<file path="src/rtl/rs485_poll_pkg.sv">
package rs485_poll_pkg;
  localparam logic [7:0] FRAME_DELIM = 8'h40;
  localparam logic [7:0] CRC_POLY    = 8'h07;
  localparam logic [7:0] CRC_SEED    = 8'hFF;

  typedef enum logic [2:0] {
    ST_IDLE, ST_LOAD, ST_SEND, ST_LISTEN, ST_JUDGE, ST_REPORT
  } link_state_t;

  // one byte through the CRC register, most significant bit first
  function automatic logic [7:0] crc8_step(input logic [7:0] crc, input logic [7:0] d);
    logic [7:0] c;
    c = crc;
    for (int i = 7; i >= 0; i--) begin
      if (c[7] ^ d[i]) c = {c[6:0], 1'b0} ^ CRC_POLY;
      else             c = {c[6:0], 1'b0};
    end
    return c;
  endfunction
endpackage

</file>
<file path="src/rtl/rs485_byte_tx.sv">
module rs485_byte_tx #(
  parameter int BIT_CLKS = 200
) (
  input  logic       clk,
  input  logic       rst_n,
  input  logic       start,
  input  logic [7:0] data,
  output logic       line,
  output logic       busy,
  output logic       done
);
  localparam int CW = $clog2(BIT_CLKS + 1);
  localparam logic [CW-1:0] CNT_LAST = CW'(BIT_CLKS - 1);

  logic [9:0]    shreg;
  logic [3:0]    bitn;
  logic [CW-1:0] cnt;

  always_ff @(posedge clk or negedge rst_n) begin
    if (!rst_n) begin
      shreg <= '1;
      bitn  <= '0;
      cnt   <= '0;
      busy  <= 1'b0;
      done  <= 1'b0;
    end else begin
      done <= 1'b0;
      if (!busy) begin
        if (start) begin
          shreg <= {1'b1, data, 1'b0};
          busy  <= 1'b1;
          cnt   <= '0;
          bitn  <= '0;
        end
      end else if (cnt == CNT_LAST) begin
        cnt <= '0;
        if (bitn == 4'd9) begin
          busy <= 1'b0;
          done <= 1'b1;
        end else begin
          bitn  <= bitn + 4'd1;
          shreg <= {1'b1, shreg[9:1]};
        end
      end else begin
        cnt <= cnt + 1'b1;
      end
    end
  end

  assign line = busy ? shreg[0] : 1'b1;
endmodule

</file>
<file path="src/rtl/rs485_byte_rx.sv">
module rs485_byte_rx #(
  parameter int BIT_CLKS = 200
) (
  input  logic       clk,
  input  logic       rst_n,
  input  logic       en,
  input  logic       line,
  output logic       valid,
  output logic [7:0] data
);
  localparam int CW   = $clog2(BIT_CLKS + 1);
  localparam int HALF = (BIT_CLKS / 2 > 0) ? BIT_CLKS / 2 : 1;
  localparam logic [CW-1:0] FULL_LAST = CW'(BIT_CLKS - 1);
  localparam logic [CW-1:0] HALF_LAST = CW'(HALF - 1);

  logic          s1, s2, active;
  logic [3:0]    bitn;
  logic [CW-1:0] cnt;
  logic [7:0]    sh;

  always_ff @(posedge clk or negedge rst_n) begin
    if (!rst_n) begin
      s1 <= 1'b1;
      s2 <= 1'b1;
    end else begin
      s1 <= line;
      s2 <= s1;
    end
  end

  always_ff @(posedge clk or negedge rst_n) begin
    if (!rst_n) begin
      active <= 1'b0;
      bitn   <= '0;
      cnt    <= '0;
      sh     <= '0;
      valid  <= 1'b0;
    end else begin
      valid <= 1'b0;
      if (!en) begin
        active <= 1'b0;
      end else if (!active) begin
        if (!s2) begin
          active <= 1'b1;
          cnt    <= '0;
          bitn   <= '0;
        end
      end else if (cnt == ((bitn == 4'd0) ? HALF_LAST : FULL_LAST)) begin
        cnt <= '0;
        if (bitn == 4'd0) begin
          if (s2) active <= 1'b0;
          else    bitn <= 4'd1;
        end else if (bitn <= 4'd8) begin
          sh   <= {s2, sh[7:1]};
          bitn <= bitn + 4'd1;
        end else begin
          active <= 1'b0;
          valid  <= s2;
        end
      end else begin
        cnt <= cnt + 1'b1;
      end
    end
  end

  assign data = sh;
endmodule

</file>
<file path="src/rtl/rs485_poll_master.sv">
module rs485_poll_master
  import rs485_poll_pkg::*;
#(
  parameter int CLK_HZ      = 50_000_000,
  parameter int BAUD        = 250_000,
  parameter int TIMEOUT_US  = 2000,
  parameter int FRAME_BYTES = 28,
  parameter int MAX_RETRY   = 2,
  localparam int PAYLOAD_W  = (FRAME_BYTES - 2) * 8,
  localparam int FW         = $clog2(MAX_RETRY + 2)
) (
  input  logic                     clk,
  input  logic                     rst_n,
  input  logic                     req_valid,
  output logic                     req_ready,
  input  logic [PAYLOAD_W-1:0]     req_payload,
  output logic                     rsp_valid,
  input  logic                     rsp_ready,
  output logic                     rsp_ok,
  output logic [FW-1:0]            rsp_fail_cnt,
  output logic [FRAME_BYTES*8-1:0] rsp_frame,
  output logic                     tx_o,
  output logic                     de_o,
  input  logic                     rx_i
);
  localparam int BIT_CLKS     = CLK_HZ / BAUD;
  localparam int TIMEOUT_CLKS = (CLK_HZ / 1_000_000) * TIMEOUT_US;
  localparam int IW           = $clog2(FRAME_BYTES);
  localparam int TW           = $clog2(TIMEOUT_CLKS + 1);
  localparam logic [IW-1:0] LAST_IDX   = IW'(FRAME_BYTES - 1);
  localparam logic [TW-1:0] TO_LAST    = TW'(TIMEOUT_CLKS - 1);
  localparam logic [FW-1:0] RETRY_LAST = FW'(MAX_RETRY);

  link_state_t              state;
  logic [PAYLOAD_W-1:0]     payload_q;
  logic [FW-1:0]            fails;
  logic [IW-1:0]            tx_idx, rx_idx, pidx;
  logic [7:0]               crc_tx, crc_rx, tx_byte, rx_byte;
  logic [TW-1:0]            timer;
  logic [FRAME_BYTES*8-1:0] rx_frame;
  logic                     ok_q, tx_start, tx_busy, tx_done, rx_valid;
  logic                     frame_good, attempt_fail;

  assign pidx = tx_idx - 1'b1;

  always_comb begin
    if (tx_idx == '0)            tx_byte = FRAME_DELIM;
    else if (tx_idx == LAST_IDX) tx_byte = crc_tx;
    else                         tx_byte = payload_q[pidx*8 +: 8];
  end

  assign tx_start     = (state == ST_SEND) && !tx_busy && !tx_done;
  assign frame_good   = (rx_frame[7:0] == FRAME_DELIM) &&
                        (rx_frame[LAST_IDX*8 +: 8] == crc_rx);
  assign attempt_fail = ((state == ST_LISTEN) && !rx_valid && (timer == TO_LAST)) ||
                        ((state == ST_JUDGE) && !frame_good);

  rs485_byte_tx #(.BIT_CLKS(BIT_CLKS)) u_tx (
    .clk(clk), .rst_n(rst_n), .start(tx_start), .data(tx_byte),
    .line(tx_o), .busy(tx_busy), .done(tx_done)
  );

  rs485_byte_rx #(.BIT_CLKS(BIT_CLKS)) u_rx (
    .clk(clk), .rst_n(rst_n), .en(state == ST_LISTEN), .line(rx_i),
    .valid(rx_valid), .data(rx_byte)
  );

  always_ff @(posedge clk or negedge rst_n) begin
    if (!rst_n) begin
      state     <= ST_IDLE;
      payload_q <= '0;
      fails     <= '0;
      tx_idx    <= '0;
      rx_idx    <= '0;
      crc_tx    <= CRC_SEED;
      crc_rx    <= CRC_SEED;
      timer     <= '0;
      rx_frame  <= '0;
      ok_q      <= 1'b0;
    end else begin
      case (state)
        ST_IDLE: if (req_valid) begin
          payload_q <= req_payload;
          fails     <= '0;
          state     <= ST_LOAD;
        end
        ST_LOAD: begin
          tx_idx <= '0;
          rx_idx <= '0;
          crc_tx <= CRC_SEED;
          crc_rx <= CRC_SEED;
          timer  <= '0;
          state  <= ST_SEND;
        end
        ST_SEND: begin
          if (tx_start && tx_idx != LAST_IDX) crc_tx <= crc8_step(crc_tx, tx_byte);
          if (tx_done) begin
            if (tx_idx == LAST_IDX) state <= ST_LISTEN;
            else                    tx_idx <= tx_idx + 1'b1;
          end
        end
        ST_LISTEN: begin
          if (rx_valid) begin
            rx_frame[rx_idx*8 +: 8] <= rx_byte;
            if (rx_idx != LAST_IDX) crc_rx <= crc8_step(crc_rx, rx_byte);
            timer <= '0;
            if (rx_idx == LAST_IDX) state <= ST_JUDGE;
            else                    rx_idx <= rx_idx + 1'b1;
          end else begin
            timer <= timer + 1'b1;
          end
        end
        ST_JUDGE: if (frame_good) begin
          ok_q  <= 1'b1;
          state <= ST_REPORT;
        end
        ST_REPORT: if (rsp_ready) state <= ST_IDLE;
        default: state <= ST_IDLE;
      endcase
      if (attempt_fail) begin
        fails <= fails + 1'b1;
        if (fails == RETRY_LAST) begin
          ok_q  <= 1'b0;
          state <= ST_REPORT;
        end else begin
          state <= ST_LOAD;
        end
      end
    end
  end

  assign req_ready    = (state == ST_IDLE);
  assign rsp_valid    = (state == ST_REPORT);
  assign rsp_ok       = ok_q;
  assign rsp_fail_cnt = fails;
  assign rsp_frame    = rx_frame;
  assign de_o         = (state == ST_SEND);
endmodule

</file>
<file path="config.mk">
export PLATFORM = sky130hd
export DESIGN_NAME = rs485_poll_master
export DESIGN_NICKNAME = d
export VERILOG_FILES = /design/src/rtl/rs485_poll_pkg.sv /design/src/rtl/rs485_byte_tx.sv /design/src/rtl/rs485_byte_rx.sv /design/src/rtl/rs485_poll_master.sv
export SDC_FILE = /design/constraint.sdc
export NUM_CORES = 1
export LEC_CHECK = 0
export BUFFER_PORTS_ARGS = -buffer_cell sky130_fd_sc_hd__buf_2
export CAP_MARGIN = 20
export CORE_ASPECT_RATIO = 1.25
export CORE_MARGIN = 4
export CORE_UTILIZATION = 35
export DETAILED_ROUTE_END_ITERATION = 16
export PLACE_DENSITY_LB_ADDON = 0.2
export SLEW_MARGIN = 40
export SYNTH_ARGS = -nofsm -noshare
export SYNTH_HDL_FRONTEND = slang
export SYNTH_HIERARCHICAL = 1
export SYNTH_SLANG_ARGS = --single-unit
</file>
<file path="constraint.sdc">
create_clock -name clk -period 4.2 [get_ports clk]
set_input_delay 0.63 -clock clk [delete_from_list [all_inputs] [get_ports clk]]
set_output_delay 0.63 -clock clk [all_outputs]
set_load 0.01 [all_outputs]
</file>
==> results of run 1 <==
cell usage in the layout, fill, tap and decap left out, drive strengths merged, types with 5 or more instances in the layout:
cell type  instances
clkinv             7
nor3b              6
a22oi              5
dfrtp            501
a31oi             12
o22ai              6
nand3             44
o211ai             8
or3                7
o311ai             5
nand4             21
mux2i             20
clkbuf            84
nor2b              5
or2                8
a21oi             21
nor3              43
o21ai            137
and2              24
o221a              8
nand2            907
nor4              12
o31ai             38
buf              484
nand4b             5
o41ai             10
inv               30
ha                14
mux4              50
dfstp             27
and3              16
nand2b             6
xnor2             49
xor2              18
nor2              95
mux2             120
through the flow:
stage | std cells | total power, mW | area [um2]
floorplan | 2451 | 5.187 | 24380
global placement | 3730 | 5.416 | 27620
detailed placement | 3732 | 5.420 | 27680
CTS | 3830 | 10.55 | 29590
global route | 3832 | 10.77 | 29650
finish | 3833 | 10.40 | 29660
state kept, by name (all words and copies together), names as in the netlist, 2 cells and up:
name and flops:
rsp_frame 224, payload_q 208, timer 17, u_tx/shreg 9, crc_rx 8, crc_tx 8, u_rx/cnt 8, u_rx/data 8
u_tx/cnt 8, rx_idx 5, tx_idx 5, u_rx/bitn 4, u_tx/bitn 4, state 3, rsp_fail_cnt 2
final cells by class:
type	instances	area [um2]	share of cell area (%)
Timing Repair Buffer	485	2696	9.092
Tap cell	926	1159	3.907
Multi-Input combinational cell	1767	10540	35.54
Clock inverter	14	219.0	0.7383
Antenna cell	1	2.502	0.008438
Sequential cell	528	13250	44.68
Inverter	28	105.1	0.3544
Clock buffer	84	1685	5.683
worst max-delay path, cell delays in order (launching register included):
cell,delay (ps)
sky130_fd_sc_hd__dfrtp_1,460
sky130_fd_sc_hd__inv_1,90
sky130_fd_sc_hd__ha_2,720
sky130_fd_sc_hd__mux4_2,400
sky130_fd_sc_hd__mux2i_1,330
sky130_fd_sc_hd__nor3_1,80
sky130_fd_sc_hd__nor3_1,450
sky130_fd_sc_hd__o211ai_1,200
sky130_fd_sc_hd__a31oi_1,210
sky130_fd_sc_hd__o21ba_1,200
sky130_fd_sc_hd__xnor2_1,150
sky130_fd_sc_hd__nor3_1,70
sky130_fd_sc_hd__a211oi_1,210
power by group:
part	internal (mW)	total (mW)	switching, mW
combinational	0.0849	0.233	0.148
clock	2.96	5.08	2.12
sequential	5.09	5.09	0.00121
path summary, 6_finish.rpt:
check | from | to | slack (ps) | depth (start not counted)
worst min register to register | u_rx/s1 | u_rx/s2 | 360 | 0
worst min-delay path | rx_i | u_rx/s1 | 120 | 1
max in group asynchronous | rst_n | payload_q[88] | 2360 | 4
min in group asynchronous | rst_n | rsp_frame[73] | 450 | 2
worst max register to register | tx_idx[1] | crc_tx[3] | 500 | 12
worst max-delay path | tx_idx[1] | crc_tx[3] | 500 | 12
layer usage:
| layer | track usage [%] | vias to the layer above | routed length (um) |
|---|---|---|---|
| met5 | 0 | - | 0 |
| met4 | 5.275 | 0 | 1981 |
| met3 | 3.349 | 110 | 4158 |
| met2 | 33.47 | 605 | 36520 |
| met1 | 25.97 | 9530 | 32020 |
| li1 | - | 9127 | - |
kinds of logic (layout without fill, tap and decap cells):
logic type                 after synthesis  count (layout)  synth area share [%]
buffers and inverters                  156             611                 2.807
xor gates and xnor gates                68              68                 2.591
other                                    0               1                     0
muxes                                  190             190                 11.03
DFF                                    528             528                 54.33
and+or+nand+nor                       1214            1214                 20.97
AOI/OAI and AO/OA                      281             281                 7.559
adders and majority gates               14              14                0.7184
==> results by group, run 1 <==
Detailed routing
  – Vias after detailed routing: slightly below 20,000
  – Post-route DRC violation count: 0
  – Number of DRC markers after the initial detailed-route iteration: 1,357
  – Detailed-router iteration count before antenna repair: 5
  – Total Routed Length: between 70 and 80 mm
  – WL per Instance: approximately 20 um
  – Remaining number of nets flagged by the antenna check after routing: 0
  – Post-detailed-route via-to-cell ratio: slightly above 5

Layout
  – Net count, final: approximately 3,100
  – Share of final-layout standard cells stronger than drive strength 1: about 28%
  – Final core utilization: between 40 and 50%
  – Count of fill cells added during filler insertion: 6,629
  – Area delta synth->final: 21.63%

Clock tree
  – H-tree depth: 2
  – Number of clock sinks: ~530
  – Number of buffers created by CTS: 55
  – Clock latency at the later pin of the worst-skew pair: around 650 ps
  – Clock slew seen by the registers of the worst setup and hold paths: 70 ps
  – Clock buffer depth: 3
  – Hold Buf Count CTS: 0
  – Root cell of the clock tree: sky130_fd_sc_hd__clkbuf_16
  – Setup fix buffers added after clock tree synthesis: 0
  – CTS tree: done
  – Resized cells post-CTS: 0

GRT
  – GR Overflow Total: 0
  – Number of antenna violations at the first check in global routing: 0
  – Wire length of the first global-routing pass: around 120 mm
  – Total GRT Usage: about a fifth
  – Pin count of the biggest net entering global routing: approximately 120
  – Number of global-route vias before repair: between 15,000 and 20,000

Synth
  – Dominant cells by area after synthesis: sky130_fd_sc_hd__dfrtp_1 (51%), sky130_fd_sc_hd__nand2_1 (14%), sky130_fd_sc_hd__mux2_2 (5.5%)
  – Synthesized area: about 0.024 mm2
  – Most instantiated flip-flop cell in the synthesis netlist: sky130_fd_sc_hd__dfrtp_1
  – Number of flip-flops and latches in the synthesized netlist: 528
  – Area share of the leading cell type in the synthesized netlist: roughly half
  – Number of nets in the synthesized netlist: 2,678
  – Synth async-reset ratio: between 90% and 100%
  – Count of flip-flops with a built-in enable after synthesis: 0
  – Count of cell types in the netlist: 90
  – Most numerous cell in the Yosys netlist: sky130_fd_sc_hd__nand2_1
  – Cells after synthesis: approximately 2,500
  – Top cells by instance count after synthesis: sky130_fd_sc_hd__nand2_1 (907), sky130_fd_sc_hd__dfrtp_1 (501), sky130_fd_sc_hd__o21ai_0 (135)
  – Synthesized area per cell: between 9 and 10 um2
  – Warning count from the yosys run: 6
  – Dominant cell type by area after synthesis: sky130_fd_sc_hd__dfrtp_1
  – Portion of the post-synthesis area used by sequential elements: between 50% and 60%

Critical path
  – Maximum fanout encountered on the critical timing path: 19
  – Critical Path Sink Type: flip-flop
  – Data arrival, critical path: approximately 4200 ps
  – Crit path launch type: flip-flop
  – Critical path data required time: about 4700 ps
  – Crit Path Class: reg -> reg

STA
  – Timing-limited maximum frequency: 0.2700 GHz
  – Final count of pins violating max slew: 0
  – Number of hold-slack violations in the final timing report: 0
  – Pin slew with the least headroom to its limit: 848.7 ps
  – Worst Clk Skew: around 81 ps
  – Final worst slack: 496.1 ps
  – Final critical delay including setup and external delays: 3704 ps
  – Final critical-path share of the clock period: around nine tenths
  – Final setup violation count: 0
  – Final TNS setup: 0 ps
  – Final Hold Slack: roughly 120 ps
  – Tightest slew margin relative to the limit: a little over two fifths
  – Unrepaired setup endpoints after global routing: false

Placed design
  – Final weighted congestion of routability-driven global placement: 0.8628
  – Buffers on Ports: about 440
  – Half-perimeter wire length after placement: roughly 55 mm
  – Setup slack after placement: around 460 ps

Die
  – Io pins: 444
  – Core footprint: roughly 0.069 mm2
  – Die outline width: around 240 um
  – Count of standard-cell rows: approximately 110
  – Die outline area: about 0.074 mm2
  – DIE HEIGHT: ~300 um
  – Starting Density: between 30 and 40%

Hold path
  – Hold Path Class: in -> reg

Power and ir drop
  – PwrDens: between 300 and 400 mW/mm2
  – Leakage: around 15 nW
  – Worst vdd ir: between 300 and 400 uV

Run
  – Maxcap violations: 0

Status
  – Run status: finished clean
No activity file was read; power rests on OpenSTA's default activity.
==> run 2, diff against run 1 <==
--- a/config.mk
+++ b/config.mk
@@ -9,9 +9,10 @@
 export CAP_MARGIN = 20
 export CORE_ASPECT_RATIO = 1.25
 export CORE_MARGIN = 4
-export CORE_UTILIZATION = 35
+export CORE_UTILIZATION = 46
 export DETAILED_ROUTE_END_ITERATION = 16
 export PLACE_DENSITY_LB_ADDON = 0.2
+export RECOVER_POWER = 100
 export SLEW_MARGIN = 40
 export SYNTH_ARGS = -nofsm -noshare
 export SYNTH_HDL_FRONTEND = slang
==> run 2 against run 1 <==
Against the previous run:
- the flow now finishes with violations (capacitance limit, slew limit)
- non-clock buffer count is 5 lower
- via count is 0.17% higher
- combinational power is 7% lower
- die area is 23% lower
- final cell count is 6.8% lower
- power is 2.0% lower
- fmax is 2.0% lower
- clock power is 4% lower
- routed wire length is 6.1% lower
- first-iteration DRC count is 3.0% lower
- flip-flop and latch count stayed put
- critical endpoint is now crc_tx[5]
- largest cell class unchanged
- largest power group unchanged
==> results by group, run 2 (synthesis results as in run 1) <==
Status
  – Run status: finished, violations left
  – Violations in the final reports: capacitance limit, slew limit

Critical path
  – Slowest stage cell on the critical path: sky130_fd_sc_hd__ha_2
  – Most Frequent Cell on Critical Path: sky130_fd_sc_hd__xnor2_1
  – Crit Path Class: reg -> reg
  – Critical path data required time: 4720 ps (+20 ps)
  – Crit path launch type: flip-flop
  – Data arrival, critical path: 4300 ps (+90 ps)
  – Cell chain of the critical path: inv_1 -> ha_2 -> mux4_2 -> mux2i_1 -> nor3_1 -> nor4_1 -> xnor2_1 -> nor2_1 -> nor3b_1 -> xnor2_1 -> and3_1 -> nor3_2
  – Maximum fanout encountered on the critical timing path: 13 (-6)
  – Critical Path Sink Type: flip-flop
  – CP bufs+invs: 1 (unchanged)
  – Kind of cell with the highest combined delay on the critical path: simple AND/OR/NAND/NOR gates
  – Maximum single-stage delay on the critical path: 610 ps (-110 ps)

Layout
  – Most frequent cells in the layout: sky130_fd_sc_hd__nand2_1 (906), sky130_fd_sc_hd__dfrtp_1 (500), sky130_fd_sc_hd__clkbuf_1 (253)
  – Area delta synth->final: 17.71%
  – Number of flip-flops under the largest register name: 224 (unchanged)
  – Most common cell after layout, fill and taps aside: sky130_fd_sc_hd__nand2_1
  – Net count, final: 3,084 (-0.26%)
  – Share of final-layout standard cells stronger than drive strength 1: 19.19% (-8.9 points)
  – Count of fill cells added during filler insertion: 4,805 (-28%)
  – Final Non-Filler Cells: 3,571 (-6.8%)
  – Final core utilization: 54.59% (+11 points)
  – Design area: 0.02870 mm2 (-3.2%)

Detailed routing
  – Number of DRC markers after the initial detailed-route iteration: 1,316 (-3.0%)
  – Post-detailed-route via-to-cell ratio: 5.434 (+7.5%)
  – Vias after detailed routing: 19,410 (+0.17%)
  – Detailed-router iteration count before antenna repair: 7 (+2)
  – Post-route DRC violation count: 0 (unchanged)
  – WL per Instance: 19.63 um (+0.76%)
  – Total Routed Length: 70.11 mm (-6.1%)
  – Remaining number of nets flagged by the antenna check after routing: 0 (unchanged)

Die
  – Die outline width: 213.9 um (-12%)
  – DIE HEIGHT: 265.4 um (-12%)
  – Io pins: 444 (unchanged)
  – Die outline area: 0.05677 mm2 (-23%)
  – Count of standard-cell rows: 94 (-12%)
  – Starting Density: 46.38% (+11 points)
  – Core footprint: 0.05257 mm2 (-23%)

GRT
  – Total GRT Usage: 23.97% (+4.4 points)
  – Pin count of the biggest net entering global routing: 160 (+36%)
  – GR Overflow Total: 0 (unchanged)
  – Wire length of the first global-routing pass: 109.8 mm (-4.7%)
  – Number of global-route vias before repair: 19,740 (+1.5%)
  – Number of antenna violations at the first check in global routing: 1 (+1)

Clock tree
  – Root cell of the clock tree: sky130_fd_sc_hd__clkbuf_16
  – Setup fix buffers added after clock tree synthesis: 0 (unchanged)
  – Clock latency at the later pin of the worst-skew pair: 620 ps (-30 ps)
  – Clock slew seen by the registers of the worst setup and hold paths: 60 ps (about the same)
  – Number of buffers created by CTS: 52 (-5.5%)
  – Resized cells post-CTS: 0 (unchanged)
  – Hold Buf Count CTS: 0 (unchanged)
  – Clock buffer depth: 3 (unchanged)
  – H-tree depth: 2 (unchanged)
  – CTS tree: done
  – Number of clock sinks: 528 (unchanged)

Run
  – Maxcap violations: 2 (+2)

STA
  – Final critical delay including setup and external delays: 3779 ps (+74.74 ps)
  – Final Hold Slack: 124.9 ps (+5.693 ps)
  – Final critical-path share of the clock period: 89.97% (+1.8 points)
  – Final setup violation count: 0 (unchanged)
  – Unrepaired setup endpoints after global routing: false
  – Final worst slack: 421.3 ps (-74.74 ps)
  – Final TNS setup: 0 ps (unchanged)
  – Final count of pins violating max slew: 82 (+82)
  – Tightest slew margin relative to the limit: -36.07% (-79 points)
  – Timing-limited maximum frequency: 0.2646 GHz (-2.0%)
  – Pin slew with the least headroom to its limit: 2041 ps (+1192 ps)
  – Number of hold-slack violations in the final timing report: 0 (unchanged)
  – Worst Clk Skew: 33.88 ps (-47.08 ps)

Placed design
  – Final weighted congestion of routability-driven global placement: 0.8825 (+2.3%)
  – Buffers on Ports: 443 (unchanged)
  – Setup slack after placement: 503.1 ps (+46.01 ps)
  – Placed insts: 3,473 (-6.9%)
  – Half-perimeter wire length after placement: 50.66 mm (-7.4%)
  – Post-detailed-placement cell area: 0.02734 mm2 (-1.3%)

Power and ir drop
  – Worst vdd ir: 302.0 uV (-1.8%)
  – PwrDens: 355.1 mW/mm2 (+1.3%)
  – Design Power: 10.19 mW (-2.0%)
  – Leakage: 13.87 nW (-7.9%)

Hold path
  – Hold Path Class: in -> reg
## run 2: cell count changes in the layout (fill, tap and decap cells not counted), sizes merged
cell,previous run,this run
clkinv,7,11
clkbuf,84,320
inv,30,31
bufinv,3,7
clkinvlp,2,1
buf,484,232
## run 2: layout make-up
class	instances	area [um2]	share of cell area [%]
Multi-Input combinational cell	1767	10480	36.50
Clock inverter	22	321.6	1.120
Antenna cell	1	2.502	0.008719
Inverter	28	105.1	0.3662
Timing Repair Buffer	480	2256	7.860
Tap cell	672	840.8	2.930
Clock buffer	73	1450	5.053
Sequential cell	528	13250	46.17
## run 2: final timing paths
path,depth (start not counted),start,endpoint,slack [ps]
setup reg to reg,12,tx_idx[1],crc_tx[5],420
hold reg to reg,0,u_rx/s1,u_rx/s2,360
setup / recovery,12,tx_idx[1],crc_tx[5],420
max in group asynchronous,4,rst_n,payload_q[34],880
min in group asynchronous,2,rst_n,rsp_frame[13],1090
hold / removal,1,rx_i,u_rx/s1,120
## run 2: layer usage
layer	up-vias	share of wire (%)	global-route usage [%]
li1	9100	-	-
met1	9511	40	30.38
met2	658	50	41.88
met3	136	5.8	3.542
met4	0	3.9	9.360
met5	-	0	0
## run 2: report_power, final
part | internal (mW) | switching, mW
clock | 2.85 | 2.03
combinational | 0.0772 | 0.139
sequential | 5.09 | 0.000754
